**src/rtl/capcom_pkg.sv**
```systemverilog
package capcom_pkg;
  typedef enum logic [1:0] {
    CH_OFF      = 2'b00,
    CH_CAP_RISE = 2'b01,
    CH_CAP_FALL = 2'b10,
    CH_CMP      = 2'b11
  } ch_mode_e;
endpackage

```
**src/rtl/capcom_timer.sv**
```systemverilog
module capcom_timer #(
  parameter int unsigned TW = 16
) (
  input  logic          clk_i,
  input  logic          rst_ni,
  input  logic          tick_i,
  input  logic          cnt_we_i,
  input  logic          rel_we_i,
  input  logic [TW-1:0] wdata_i,
  output logic [TW-1:0] cnt_o,
  output logic [TW-1:0] rel_o,
  output logic [TW-1:0] nxt_o,
  output logic          adv_o
);
  logic [TW-1:0] cnt_q, rel_q;

  assign adv_o = tick_i & ~cnt_we_i;
  assign nxt_o = (cnt_q == '1) ? rel_q : cnt_q + 1'b1;
  assign cnt_o = cnt_q;
  assign rel_o = rel_q;

  always_ff @(posedge clk_i or negedge rst_ni) begin
    if (!rst_ni) begin
      cnt_q <= '0;
      rel_q <= '0;
    end else begin
      if (cnt_we_i)    cnt_q <= wdata_i;
      else if (tick_i) cnt_q <= nxt_o;
      if (rel_we_i)    rel_q <= wdata_i;
    end
  end


  wrap_reload_chk: assert property (@(posedge clk_i) disable iff (!rst_ni)
    (tick_i && !cnt_we_i && cnt_q == '1) |=> cnt_q == $past(rel_q));

  hold_idle_chk: assert property (@(posedge clk_i) disable iff (!rst_ni)
    (!tick_i && !cnt_we_i) |=> $stable(cnt_q));

  write_wins_chk: assert property (@(posedge clk_i) disable iff (!rst_ni)
    cnt_we_i |=> cnt_q == $past(wdata_i));
endmodule

```
**src/rtl/capcom_channel.sv**
```systemverilog
module capcom_channel
  import capcom_pkg::*;
#(
  parameter int unsigned TW = 16
) (
  input  logic          clk_i,
  input  logic          rst_ni,
  input  logic          sig_i,
  input  ch_mode_e      mode_i,
  input  logic          tsel_i,
  input  logic [TW-1:0] cnt_a_i,
  input  logic [TW-1:0] cnt_b_i,
  input  logic [TW-1:0] nxt_a_i,
  input  logic [TW-1:0] nxt_b_i,
  input  logic          adv_a_i,
  input  logic          adv_b_i,
  input  logic          we_i,
  input  logic [TW-1:0] wdata_i,
  output logic [TW-1:0] val_o,
  output logic          match_o,
  output logic          irq_o
);
  logic s1_q, s2_q, prev_q, irq_q;
  logic [TW-1:0] val_q, cnt_sel, nxt_sel;
  logic adv_sel, rise, fall, cap_ev;

  assign cnt_sel = tsel_i ? cnt_b_i : cnt_a_i;
  assign nxt_sel = tsel_i ? nxt_b_i : nxt_a_i;
  assign adv_sel = tsel_i ? adv_b_i : adv_a_i;
  assign rise    = s2_q & ~prev_q;
  assign fall    = ~s2_q & prev_q;
  assign cap_ev  = (mode_i == CH_CAP_RISE && rise) || (mode_i == CH_CAP_FALL && fall);
  assign match_o = (mode_i == CH_CMP) && adv_sel && (nxt_sel == val_q);
  assign val_o   = val_q;
  assign irq_o   = irq_q;

  always_ff @(posedge clk_i or negedge rst_ni) begin
    if (!rst_ni) begin
      s1_q   <= 1'b0;
      s2_q   <= 1'b0;
      prev_q <= 1'b0;
      irq_q  <= 1'b0;
      val_q  <= '0;
    end else begin
      s1_q   <= sig_i;
      s2_q   <= s1_q;
      prev_q <= s2_q;
      irq_q  <= cap_ev | match_o;
      if (cap_ev)    val_q <= cnt_sel;
      else if (we_i) val_q <= wdata_i;
    end
  end


  off_quiet_chk: assert property (@(posedge clk_i) disable iff (!rst_ni)
    (mode_i == CH_OFF && !we_i) |=> (!irq_o && $stable(val_q)));

  cap_rise_chk: assert property (@(posedge clk_i) disable iff (!rst_ni)
    (mode_i == CH_CAP_RISE && s2_q && !prev_q) |=> (irq_o && val_q == $past(cnt_sel)));

  cap_fall_ignore_rise_chk: assert property (@(posedge clk_i) disable iff (!rst_ni)
    (mode_i == CH_CAP_FALL && s2_q && !prev_q && !we_i) |=> (!irq_o && $stable(val_q)));
endmodule

```
**src/rtl/capcom_outs.sv**
```systemverilog
module capcom_outs #(
  parameter int unsigned NCH = 16
) (
  input  logic           clk_i,
  input  logic           rst_ni,
  input  logic [NCH-1:0] match_i,
  input  logic           dbl_i,
  input  logic           stag_i,
  output logic [NCH-1:0] out_o
);
  localparam int unsigned HALF = NCH / 2;
  localparam int unsigned SW   = $clog2(HALF);

  logic [NCH-1:0] pend_q, pend_d, out_q, pair_m;
  logic [SW-1:0]  step_q;

  assign pair_m = {{(NCH-2){1'b0}}, 2'b11} << {step_q, 1'b0};
  assign out_o  = out_q;

  for (genvar i = 0; i < NCH; i++) begin : g_bit
    if (i < HALF) begin : g_lo
      // clear from the partner overrides set
      assign pend_d[i] = dbl_i ? (match_i[i+HALF] ? 1'b0 : (match_i[i] | pend_q[i]))
                               : (pend_q[i] ^ match_i[i]);

      clear_wins_chk: assert property (@(posedge clk_i) disable iff (!rst_ni)
        (dbl_i && match_i[i+HALF]) |=> !pend_q[i]);
    end else begin : g_hi
      assign pend_d[i] = dbl_i ? pend_q[i] : (pend_q[i] ^ match_i[i]);
    end

    always_ff @(posedge clk_i or negedge rst_ni) begin
      if (!rst_ni)                                  out_q[i] <= 1'b0;
      else if (!stag_i || step_q == SW'(i / 2))     out_q[i] <= pend_d[i];
    end
  end

  always_ff @(posedge clk_i or negedge rst_ni) begin
    if (!rst_ni) begin
      pend_q <= '0;
      step_q <= '0;
    end else begin
      pend_q <= pend_d;
      step_q <= step_q + 1'b1;
    end
  end


  stag_pair_chk: assert property (@(posedge clk_i) disable iff (!rst_ni)
    stag_i |=> ((out_q ^ $past(out_q)) & ~$past(pair_m)) == '0);

  direct_commit_chk: assert property (@(posedge clk_i) disable iff (!rst_ni)
    !stag_i |=> out_q == pend_q);
endmodule

```
**src/rtl/capcom_unit.sv**
```systemverilog
module capcom_unit
  import capcom_pkg::*;
#(
  parameter int unsigned TW  = 16,
  parameter int unsigned NCH = 16,
  parameter int unsigned AW  = 5,
  parameter int unsigned PW  = 7
) (
  input  logic           clk_i,
  input  logic           rst_ni,
  input  logic           we_i,
  input  logic [AW-1:0]  addr_i,
  input  logic [TW-1:0]  wdata_i,
  output logic [TW-1:0]  rdata_o,
  input  logic [NCH-1:0] cap_i,
  input  logic           ext_i,
  output logic [NCH-1:0] cmp_o,
  output logic [NCH-1:0] irq_o
);
  localparam int unsigned MW = (2 * NCH) / TW;
  localparam int unsigned CW = $clog2(NCH);
  localparam logic [AW-1:0] A_CNT   = AW'(NCH);
  localparam logic [AW-1:0] A_REL   = AW'(NCH + 2);
  localparam logic [AW-1:0] A_MODE  = AW'(NCH + 4);
  localparam logic [AW-1:0] A_ALLOC = AW'(NCH + 4 + MW);
  localparam logic [AW-1:0] A_CTRL  = AW'(NCH + 5 + MW);
  localparam logic [AW-1:0] A_OUT   = AW'(NCH + 6 + MW);

  logic [TW-1:0]    cnt [2];
  logic [TW-1:0]    rel [2];
  logic [TW-1:0]    nxt [2];
  logic             adv [2];
  logic             tick [2];
  logic [2:0]       sel_q [2];
  logic             run_q [2];
  logic             stag_q, dbl_q;
  logic [2*NCH-1:0] mode_q;
  logic [NCH-1:0]   alloc_q, match;
  logic [TW-1:0]    val [NCH];
  logic [PW-1:0]    pre_q;
  logic             e1_q, e2_q, e3_q, ext_rise;

  assign ext_rise = e2_q & ~e3_q;

  always_ff @(posedge clk_i or negedge rst_ni) begin
    if (!rst_ni) begin
      sel_q   <= '{default: '0};
      run_q   <= '{default: 1'b0};
      stag_q  <= 1'b0;
      dbl_q   <= 1'b0;
      mode_q  <= '0;
      alloc_q <= '0;
      pre_q   <= '0;
      e1_q    <= 1'b0;
      e2_q    <= 1'b0;
      e3_q    <= 1'b0;
    end else begin
      pre_q <= pre_q + 1'b1;
      e1_q  <= ext_i;
      e2_q  <= e1_q;
      e3_q  <= e2_q;
      if (we_i && addr_i == A_CTRL) begin
        sel_q[0] <= wdata_i[2:0];
        sel_q[1] <= wdata_i[5:3];
        run_q[0] <= wdata_i[6];
        run_q[1] <= wdata_i[7];
        stag_q   <= wdata_i[8];
        dbl_q    <= wdata_i[9];
      end
      if (we_i && addr_i == A_ALLOC) alloc_q <= wdata_i[NCH-1:0];
      for (int w = 0; w < MW; w++)
        if (we_i && addr_i == A_MODE + AW'(w)) mode_q[w*TW +: TW] <= wdata_i;
    end
  end

  for (genvar t = 0; t < 2; t++) begin : g_tmr
    logic [PW-1:0] mask;
    logic          ext_mode;
    assign mask     = ~({PW{1'b1}} << sel_q[t]);
    assign ext_mode = (t == 0) && (sel_q[t] == 3'd7);
    assign tick[t]  = run_q[t] && (ext_mode ? ext_rise : ((pre_q & mask) == mask));

    capcom_timer #(.TW(TW)) u_tmr (
      .clk_i    (clk_i),
      .rst_ni   (rst_ni),
      .tick_i   (tick[t]),
      .cnt_we_i (we_i && addr_i == A_CNT + AW'(t)),
      .rel_we_i (we_i && addr_i == A_REL + AW'(t)),
      .wdata_i  (wdata_i),
      .cnt_o    (cnt[t]),
      .rel_o    (rel[t]),
      .nxt_o    (nxt[t]),
      .adv_o    (adv[t])
    );
  end

  for (genvar n = 0; n < NCH; n++) begin : g_ch
    capcom_channel #(.TW(TW)) u_ch (
      .clk_i   (clk_i),
      .rst_ni  (rst_ni),
      .sig_i   (cap_i[n]),
      .mode_i  (ch_mode_e'(mode_q[2*n +: 2])),
      .tsel_i  (alloc_q[n]),
      .cnt_a_i (cnt[0]),
      .cnt_b_i (cnt[1]),
      .nxt_a_i (nxt[0]),
      .nxt_b_i (nxt[1]),
      .adv_a_i (adv[0]),
      .adv_b_i (adv[1]),
      .we_i    (we_i && addr_i == AW'(n)),
      .wdata_i (wdata_i),
      .val_o   (val[n]),
      .match_o (match[n]),
      .irq_o   (irq_o[n])
    );
  end

  capcom_outs #(.NCH(NCH)) u_out (
    .clk_i   (clk_i),
    .rst_ni  (rst_ni),
    .match_i (match),
    .dbl_i   (dbl_q),
    .stag_i  (stag_q),
    .out_o   (cmp_o)
  );

  always_comb begin
    rdata_o = '0;
    if (addr_i < AW'(NCH)) rdata_o = val[addr_i[CW-1:0]];
    for (int t = 0; t < 2; t++) begin
      if (addr_i == A_CNT + AW'(t)) rdata_o = cnt[t];
      if (addr_i == A_REL + AW'(t)) rdata_o = rel[t];
    end
    for (int w = 0; w < MW; w++)
      if (addr_i == A_MODE + AW'(w)) rdata_o = mode_q[w*TW +: TW];
    if (addr_i == A_ALLOC) rdata_o[NCH-1:0] = alloc_q;
    if (addr_i == A_CTRL)
      rdata_o = TW'({dbl_q, stag_q, run_q[1], run_q[0], sel_q[1], sel_q[0]});
    if (addr_i == A_OUT) rdata_o[NCH-1:0] = cmp_o;
  end


  ext_step_chk: assert property (@(posedge clk_i) disable iff (!rst_ni)
    (run_q[0] && sel_q[0] == 3'd7 && !e2_q) |-> !tick[0]);

  irq_no_stagger_chk: assert property (@(posedge clk_i) disable iff (!rst_ni)
    (match != '0) |=> (irq_o & $past(match)) == $past(match));
endmodule

```
**config.mk**
```make
export PLATFORM = sky130hd
export DESIGN_NAME = capcom_unit
export DESIGN_NICKNAME = d
export VERILOG_FILES = /design/src/rtl/capcom_pkg.sv /design/src/rtl/capcom_timer.sv /design/src/rtl/capcom_channel.sv /design/src/rtl/capcom_outs.sv /design/src/rtl/capcom_unit.sv
export SDC_FILE = /design/constraint.sdc
export NUM_CORES = 2
export LEC_CHECK = 0
export BUFFER_PORTS_ARGS = -buffer_cell sky130_fd_sc_hd__buf_4
export CAP_MARGIN = 10
export CORE_AREA = 2 2 302 304
export DETAILED_ROUTE_END_ITERATION = 16
export DIE_AREA = 0 0 304 306
export SETUP_SLACK_MARGIN = 0.5
export SLEW_MARGIN = 20
export SYNTH_ARGS = -nofsm -noshare
export SYNTH_HDL_FRONTEND = slang
export SYNTH_SLANG_ARGS = --single-unit
```
**constraint.sdc**
```tcl
create_clock -name clk_i -period 4.2 [get_ports clk_i]
set_clock_uncertainty 0.05 [all_clocks]
set_input_delay 0.84 -clock clk_i [delete_from_list [all_inputs] [get_ports clk_i]]
set_output_delay 0.84 -clock clk_i [all_outputs]
set_load 0.02 [all_outputs]
```
After elaboration in Yosys (flattened, before gate mapping)
Cells that the tools add are included.

storage, ports and cells
  register bits after elaboration = 487
  output and inout bits = 48

cells by class
  add/subtract/negate cells = 4
  $lt $le $gt $ge = 2
  equal/unequal tests = 100
  shift operators = 2
  mux-type cells = 124
  bitwise gates (word level) = 115
  reductions and logical operators = 135

operators by type and width
  cell                                             number
  2-to-1 mux 16 bit                                82
  == test 16 bit                                   16
  logical AND 1 bit                                90
  binary-select mux 16 bit (select 4 bit)          1
  == test 2 bit, second input constant             32
  == test 5 bit, second input constant             9
  2-to-1 mux 1 bit                                 41
  == test 5 x 4 -> 1 bit, second input constant    8
  nonzero test 2 bit                               18
  AND 1 bit                                        35
  inverter 1 bit                                   35
  adder 16 x 1 -> 16 bit, second input constant    2
  == test 16 bit, second input constant            2
  == test 2 x 1 -> 1 bit, second input constant    16
  logical OR 1 bit                                 24
  bitwise OR 1 bit                                 24
  == test 5 x 3 -> 1 bit, second input constant    4
  XOR 1 bit                                        16
  == test 3 bit, second input constant             5
  AND 7 bit                                        2
  == test 7 bit                                    2
  inverter 7 bit                                   2
  << shifter 7 x 3 -> 7 bit, first input constant  2
  == test 5 x 2 -> 1 bit, second input constant    2
  other kinds (11)                                 12

Logic depth before layout (Yosys ltp)
  depth in word-level cells = 14
  depth in mapped cells = 16
  gate-level depth less buffers = 13

Cells and area by module
Synthesis repeated with hierarchy kept, for this count alone.

second synthesis, totals
  cells, all modules = 3398
  area total of the unflattened synthesis = 34679.5 µm²

by module, submodules not included
  module          instances  cells each  area each (µm²)  sequential area each (µm²)
  capcom_channel  16         140         1422.6           500.5
  capcom_unit     1          647         6502.5           1701.6
  capcom_timer    2          191         1898.1           800.8
  capcom_outs     1          129         1619.1           875.8

Worst setup path before layout
OpenSTA, ideal clock, no wires.

  path kind = input to output
  start = input port addr_i[0]
  end = output port rdata_o[4]
  data arrival time = 3.607 ns
  required time = 3.310 ns
  slack = -0.297 ns
  stages = 10
  buffers on the path = 6
  cells stage by stage = buf_2 buf_2 buf_1 buf_2 clkbuf_1 buf_1 mux2i_1 nand3_1 o211ai_1 a31oi_1

between the ends
  longest elaborated chain between the ends = 14
  elaborated cells between the ends (all ways) = 24
  those cells by class = order compare (1); eq/ne (9); mux (13); bitwise (1)

ends and longest elaborated chain
  what                                                   line                source
  start, declared                                        capcom_unit.sv:12   input logic [AW-1:0] addr_i,
  inverter 4 -> 5 bit (not written as such)              capcom_unit.sv:129  if (addr_i < AW'(NCH)) rdata_o = val[addr_i[CW-1:0]];
  binary-select mux 16 bit (select 4 bit)                capcom_unit.sv:129
  2-to-1 mux 16 bit (not written as such) (2 in series)  capcom_unit.sv:129
  2-to-1 mux 16 bit                                      capcom_unit.sv:129
  2-to-1 mux 16 bit                                      capcom_unit.sv:131  if (addr_i == A_CNT + AW'(t)) rdata_o = cnt[t];
  2-to-1 mux 16 bit                                      capcom_unit.sv:132  if (addr_i == A_REL + AW'(t)) rdata_o = rel[t];
  2-to-1 mux 16 bit                                      capcom_unit.sv:131
  2-to-1 mux 16 bit                                      capcom_unit.sv:132
  2-to-1 mux 16 bit (2 in series)                        capcom_unit.sv:135  if (addr_i == A_MODE + AW'(w)) rdata_o = mode_q[w*TW +: TW];
  2-to-1 mux 16 bit                                      capcom_unit.sv:136  if (addr_i == A_ALLOC) rdata_o[NCH-1:0] = alloc_q;
  2-to-1 mux 16 bit                                      capcom_unit.sv:137  if (addr_i == A_CTRL)
  2-to-1 mux 16 bit (*)                                  capcom_unit.sv:139  if (addr_i == A_OUT) rdata_o[NCH-1:0] = cmp_o;
  end, declared                                          capcom_unit.sv:14   output logic [TW-1:0] rdata_o,

Every way passes the cells marked *; elsewhere a longest branch is shown, timed or not. The select of a mux whose other input is x is not followed.

Worst setup path in the final report
  start = register g_ch[15].u_ch.val_q[12]
  end = output port rdata_o[12]

between the ends
  longest elaborated chain between the ends = 13

ends and longest elaborated chain
  what                                                   line                  source
  start, declared                                        capcom_channel.sv:24  logic [TW-1:0] val_q, cnt_sel, nxt_sel;
  start signal, assigned                                 capcom_channel.sv:49  if (cap_ev) val_q <= cnt_sel;
  start signal, assigned                                 capcom_channel.sv:50  else if (we_i) val_q <= wdata_i;
  binary-select mux 16 bit (select 4 bit)                capcom_unit.sv:129
  2-to-1 mux 16 bit (not written as such) (2 in series)  capcom_unit.sv:129
  2-to-1 mux 16 bit                                      capcom_unit.sv:129
  2-to-1 mux 16 bit                                      capcom_unit.sv:131
  2-to-1 mux 16 bit                                      capcom_unit.sv:132
  2-to-1 mux 16 bit                                      capcom_unit.sv:131
  2-to-1 mux 16 bit                                      capcom_unit.sv:132
  2-to-1 mux 16 bit (2 in series)                        capcom_unit.sv:135
  2-to-1 mux 16 bit                                      capcom_unit.sv:136
  2-to-1 mux 16 bit                                      capcom_unit.sv:137
  2-to-1 mux 16 bit                                      capcom_unit.sv:139

Every way passes these cells. The select of a mux whose other input is x is not followed.

==> impl_results.md <==
- Mapped Area: 35500 um^2
- GP Congestion: 1.09
- Critical path data arrival time: 3230 ps
- Fmax: 0.243 GHz
- Clock Power Share: 0.146
- Area share of the largest cell type after synthesis: 0.343
- First-pass GRT wire length: 293000 um
- Die footprint: 93000 um^2
- Pwr per Cell Area: 811 nW/um^2
- Total grt overflow: 0
- Worst endpoint required time: 3310 ps
- Initial antenna violation count: 29
- CTS Buffer Depth: 3
- Worst r2r dst: u_out.out_o[15]
- Ratio of cells with drive above 1 in the final layout: 0.319
- Vias in the first global route: 33600
- Largest net degree at the start of global routing: 90
- Clock insertion delay at the later pin of the skew report: 710 ps
- Cells after Synth: 3805
- Commonest non-fill, non-tap cell in the layout: buf_4
- Worst r2r src: g_tmr[0].u_tmr.cnt_o[14]
- Initial DRC Count: 5308
- CP Launch Type: register
- Synth Area in Simple Gates: 0.155
- RSZ-0062 raised after global routing: true
- Final setup fails: 0
- H-tree depth: 2
- Final nets: 4248
- CTS tree: done
- Final Hold Vio Count: 0
- Adder-cell share of the synthesized area: 0.00598
- Ys Warns: 0
- Crit share post-route: 0.980
- Area fraction in compound gates after synthesis: 0.187
- Clk Tree Root Cell: clkbuf_16
- Num rows: 110
- Int Power: 0.0187 W
- Initial DRT Pass Iterations: 6
- Psw: 0.0187 W
- Largest cells by area after synthesis: dfrtp_1 34%, mux2i_1 10%, a211oi_1 5.6%, mux4_2 5.4%, a21oi_1 5.0%
- Clk slew on worst S/H paths: 70 ps
- Die width: 304 um
- IO Port Bufs: 88
- Core ar.: 89600 um^2
- Mux contribution to synthesized area: 0.185
- Logic pwr share: 0.593
- Reg power frac: 0.261
- Outcome: finished clean
- Synth area leader: dfrtp_1
- XOR/XNOR Fraction of Synth Area: 0.0719
- Fin area: 46100 um^2
- Syn nets: 3863
- Via count: 36800
- Minimum clock period: 4120 ps
- Number of buffers created by CTS: 58
- Starting Density: 0.397
- Worst setup EP type: output port
- Pleak: 18.8 nW
- Flop2flop setup slack: 180 ps
- Combinational family with the most area after synthesis: compound AO/OA/AOI/OAI gates
- Hold Worst Slack: 92.0 ps
- Peak VDD IR: 0.000437 V
- Drt drc: 0
- Final wirelength: 218000 um
- Final Max Slew Viols: 0
- Max Cap Viol: 0
- Post-route ant nets: 0
- Die Y-Extent: 306 um
- Commonest cells after routing, fill and taps aside: 569 x buf_4, 439 x dfrtp_1, 338 x a21oi_1
- Placed inst area: 40600 um^2
- Dpl hpwl: 157000 um
- Synth async-reset ratio: 1.00
- Hold WC Path Type: primary input to asynchronous set/reset pin
- Sequential cell area fraction in the yosys report: 0.343
- Ports: 89
- Vias/cell: 6.80
- R2R cell count: 14
- EDFF count, synth: 0
- Mean Syn Cell Area: 9.34 um^2
- Core Util, Final: 0.514
- Slew @ Worst Pin: 1060 ps
- GRT Overall Usage: 0.456
- Crit Path Class: register to output port
- Routed len/inst: 40.1 um
- Layout area overhead: 29.7%
- Relative slew slack: 0.297
- Yosys reg bits: 487
- Synth unique cells: 93
- CTS sink cnt: 487
- Main synth FF type: dfrtp_1
- Sw Share: 0.500
- Largest fanout on the critical path: 2
-- metal layers --
| layer | vias to the layer above | track usage | routed length [um] |
|---|---|---|---|
| met3 | 656 | 0.123 | 25900 |
| met5 | - | 0 | 73 |
| met2 | 2741 | 0.648 | 88700 |
| li1 | 14900 | - | - |
| met1 | 18500 | 0.613 | 85800 |
| met4 | 12 | 0.288 | 17100 |
-- worst max path at each step --
stage | startpoint | end | slack (ps) | depth (start not counted)
5_1_grt | g_ch[15].u_ch.val_o[12] | rdata_o[12] | 9 | 10
6_report | g_ch[15].u_ch.val_o[12] | rdata_o[12] | 80 | 10
2_1_floorplan | addr_i[1] | rdata_o[4] | 510 | 8
4_1_cts | g_ch[15].u_ch.val_o[12] | rdata_o[12] | 80 | 10
3_3_place_gp | g_tmr[1].u_tmr.cnt_o[9] | u_out.out_o[2] | -630 | 14
3_5_place_dp | g_tmr[1].u_tmr.cnt_o[9] | u_out.out_o[10] | -540 | 13
-- state kept, by name (all words and copies together) (netlist names) --
| name | count |
|---|---|
| g_ch.u_ch.val_o | 256 |
| g_tmr.u_tmr.cnt_o | 32 |
| g_tmr.u_tmr.rel_o | 32 |
| mode_q | 32 |
| alloc_q | 16 |
| g_ch.u_ch.irq_o | 16 |
| g_ch.u_ch.prev_q | 16 |
| g_ch.u_ch.s1_q | 16 |
| g_ch.u_ch.s2_q | 16 |
| u_out.out_o | 16 |
| u_out.pend_q | 16 |
| pre_q | 7 |
| sel_q | 6 |
| u_out.step_q | 3 |
| run_q | 2 |
| dbl_q | 1 |
| e1_q | 1 |
| e2_q | 1 |
| e3_q | 1 |
| stag_q | 1 |
-- logic make-up (layout without fill, tap and decap cells) --
| family | Yosys count | count (layout) |
|---|---|---|
| AO/OA/AOI/OAI | 1024 | 1024 |
| other | 0 | 5 |
| adder cells (fa/ha/maj) | 17 | 17 |
| multiplexers | 538 | 538 |
| buffers and inverters | 462 | 897 |
| AND/OR/NAND/NOR | 987 | 987 |
| flip-flops | 487 | 487 |
| XOR/XNOR | 290 | 290 |
-- critical path: stages (launching register included) --
cell      delay (ps)
dfrtp_2          500
mux4_2           500
mux4_2           510
nand2_4          100
o31ai_2           60
a21oi_1          140
a21oi_1           70
a221oi_2         240
buf_4            210
o21ai_2           60
buf_6            140
-- cells in the mapped netlist (15+ instances only) --
library cell	number
dfrtp_1	487
nand2_1	166
a211oi_1	263
nor3_1	72
inv_1	49
buf_4	17
o211ai_1	24
o22ai_1	17
or3_1	27
mux4_2	85
a31oi_1	44
nor2_1	129
o31ai_1	19
nand4_1	58
buf_1	31
clkbuf_1	314
nor4bb_1	33
mux2_2	95
o21ai_0	133
xor2_1	114
ha_1	17
and3_1	19
nand3_1	92
nand2b_1	15
mux2i_1	357
a21oi_1	355
a22oi_1	17
nor2b_1	270
buf_2	44
xnor2_1	175
nor4_1	33
-- power groups by stage --
stage | clock network, W | registers (W) | logic, W
finish | 0.00547 | 0.00975 | 0.0222
global route | 0.00566 | 0.00971 | 0.0226
CTS | 0.00549 | 0.00945 | 0.0200
detailed placement | 0 | 0.00945 | 0.0183
global placement | 0 | 0.00952 | 0.0184
floorplan | 0 | 0.00762 | 0.0104
-- repair_timing --
| item | in CTS | in global routing |
|---|---|---|
| resized for setup | 281 | 243 |
| pin swaps | 80 | 108 |
| endpoints found under the setup margin | 62 | 53 |
| setup buffers | 65 | 41 |
| hold buffers | 0 | 0 |
| hold endpoints to repair | 0 | 0 |
| cloned | 8 | 2 |
-- area by class of cell --
cell class / count / area [um^2]
inverter: 53 / 204
sequential: 487 / 12200
timing repair buffer: 734 / 6800
tap: 1176 / 1470
clock inverter: 31 / 330
multi-input combinational: 2856 / 23400
antenna: 5 / 12.5
fill: 8324 / 43500
clock buffer: 79 / 1660
-- per-stage QoR --
stage                     setup WS (ps)  std cells  TNS, ps  power (W)
after detailed placement           -544       5190    -4930     0.0278
after global placement             -632       5190    -6290     0.0279
after CTS                          77.0       5373        0     0.0350
final                              83.5       5421        0     0.0374
after global routing               8.67       5416        0     0.0380
after floorplan                     505       3805        0     0.0180
No activity file was read; power rests on OpenSTA's default activity.
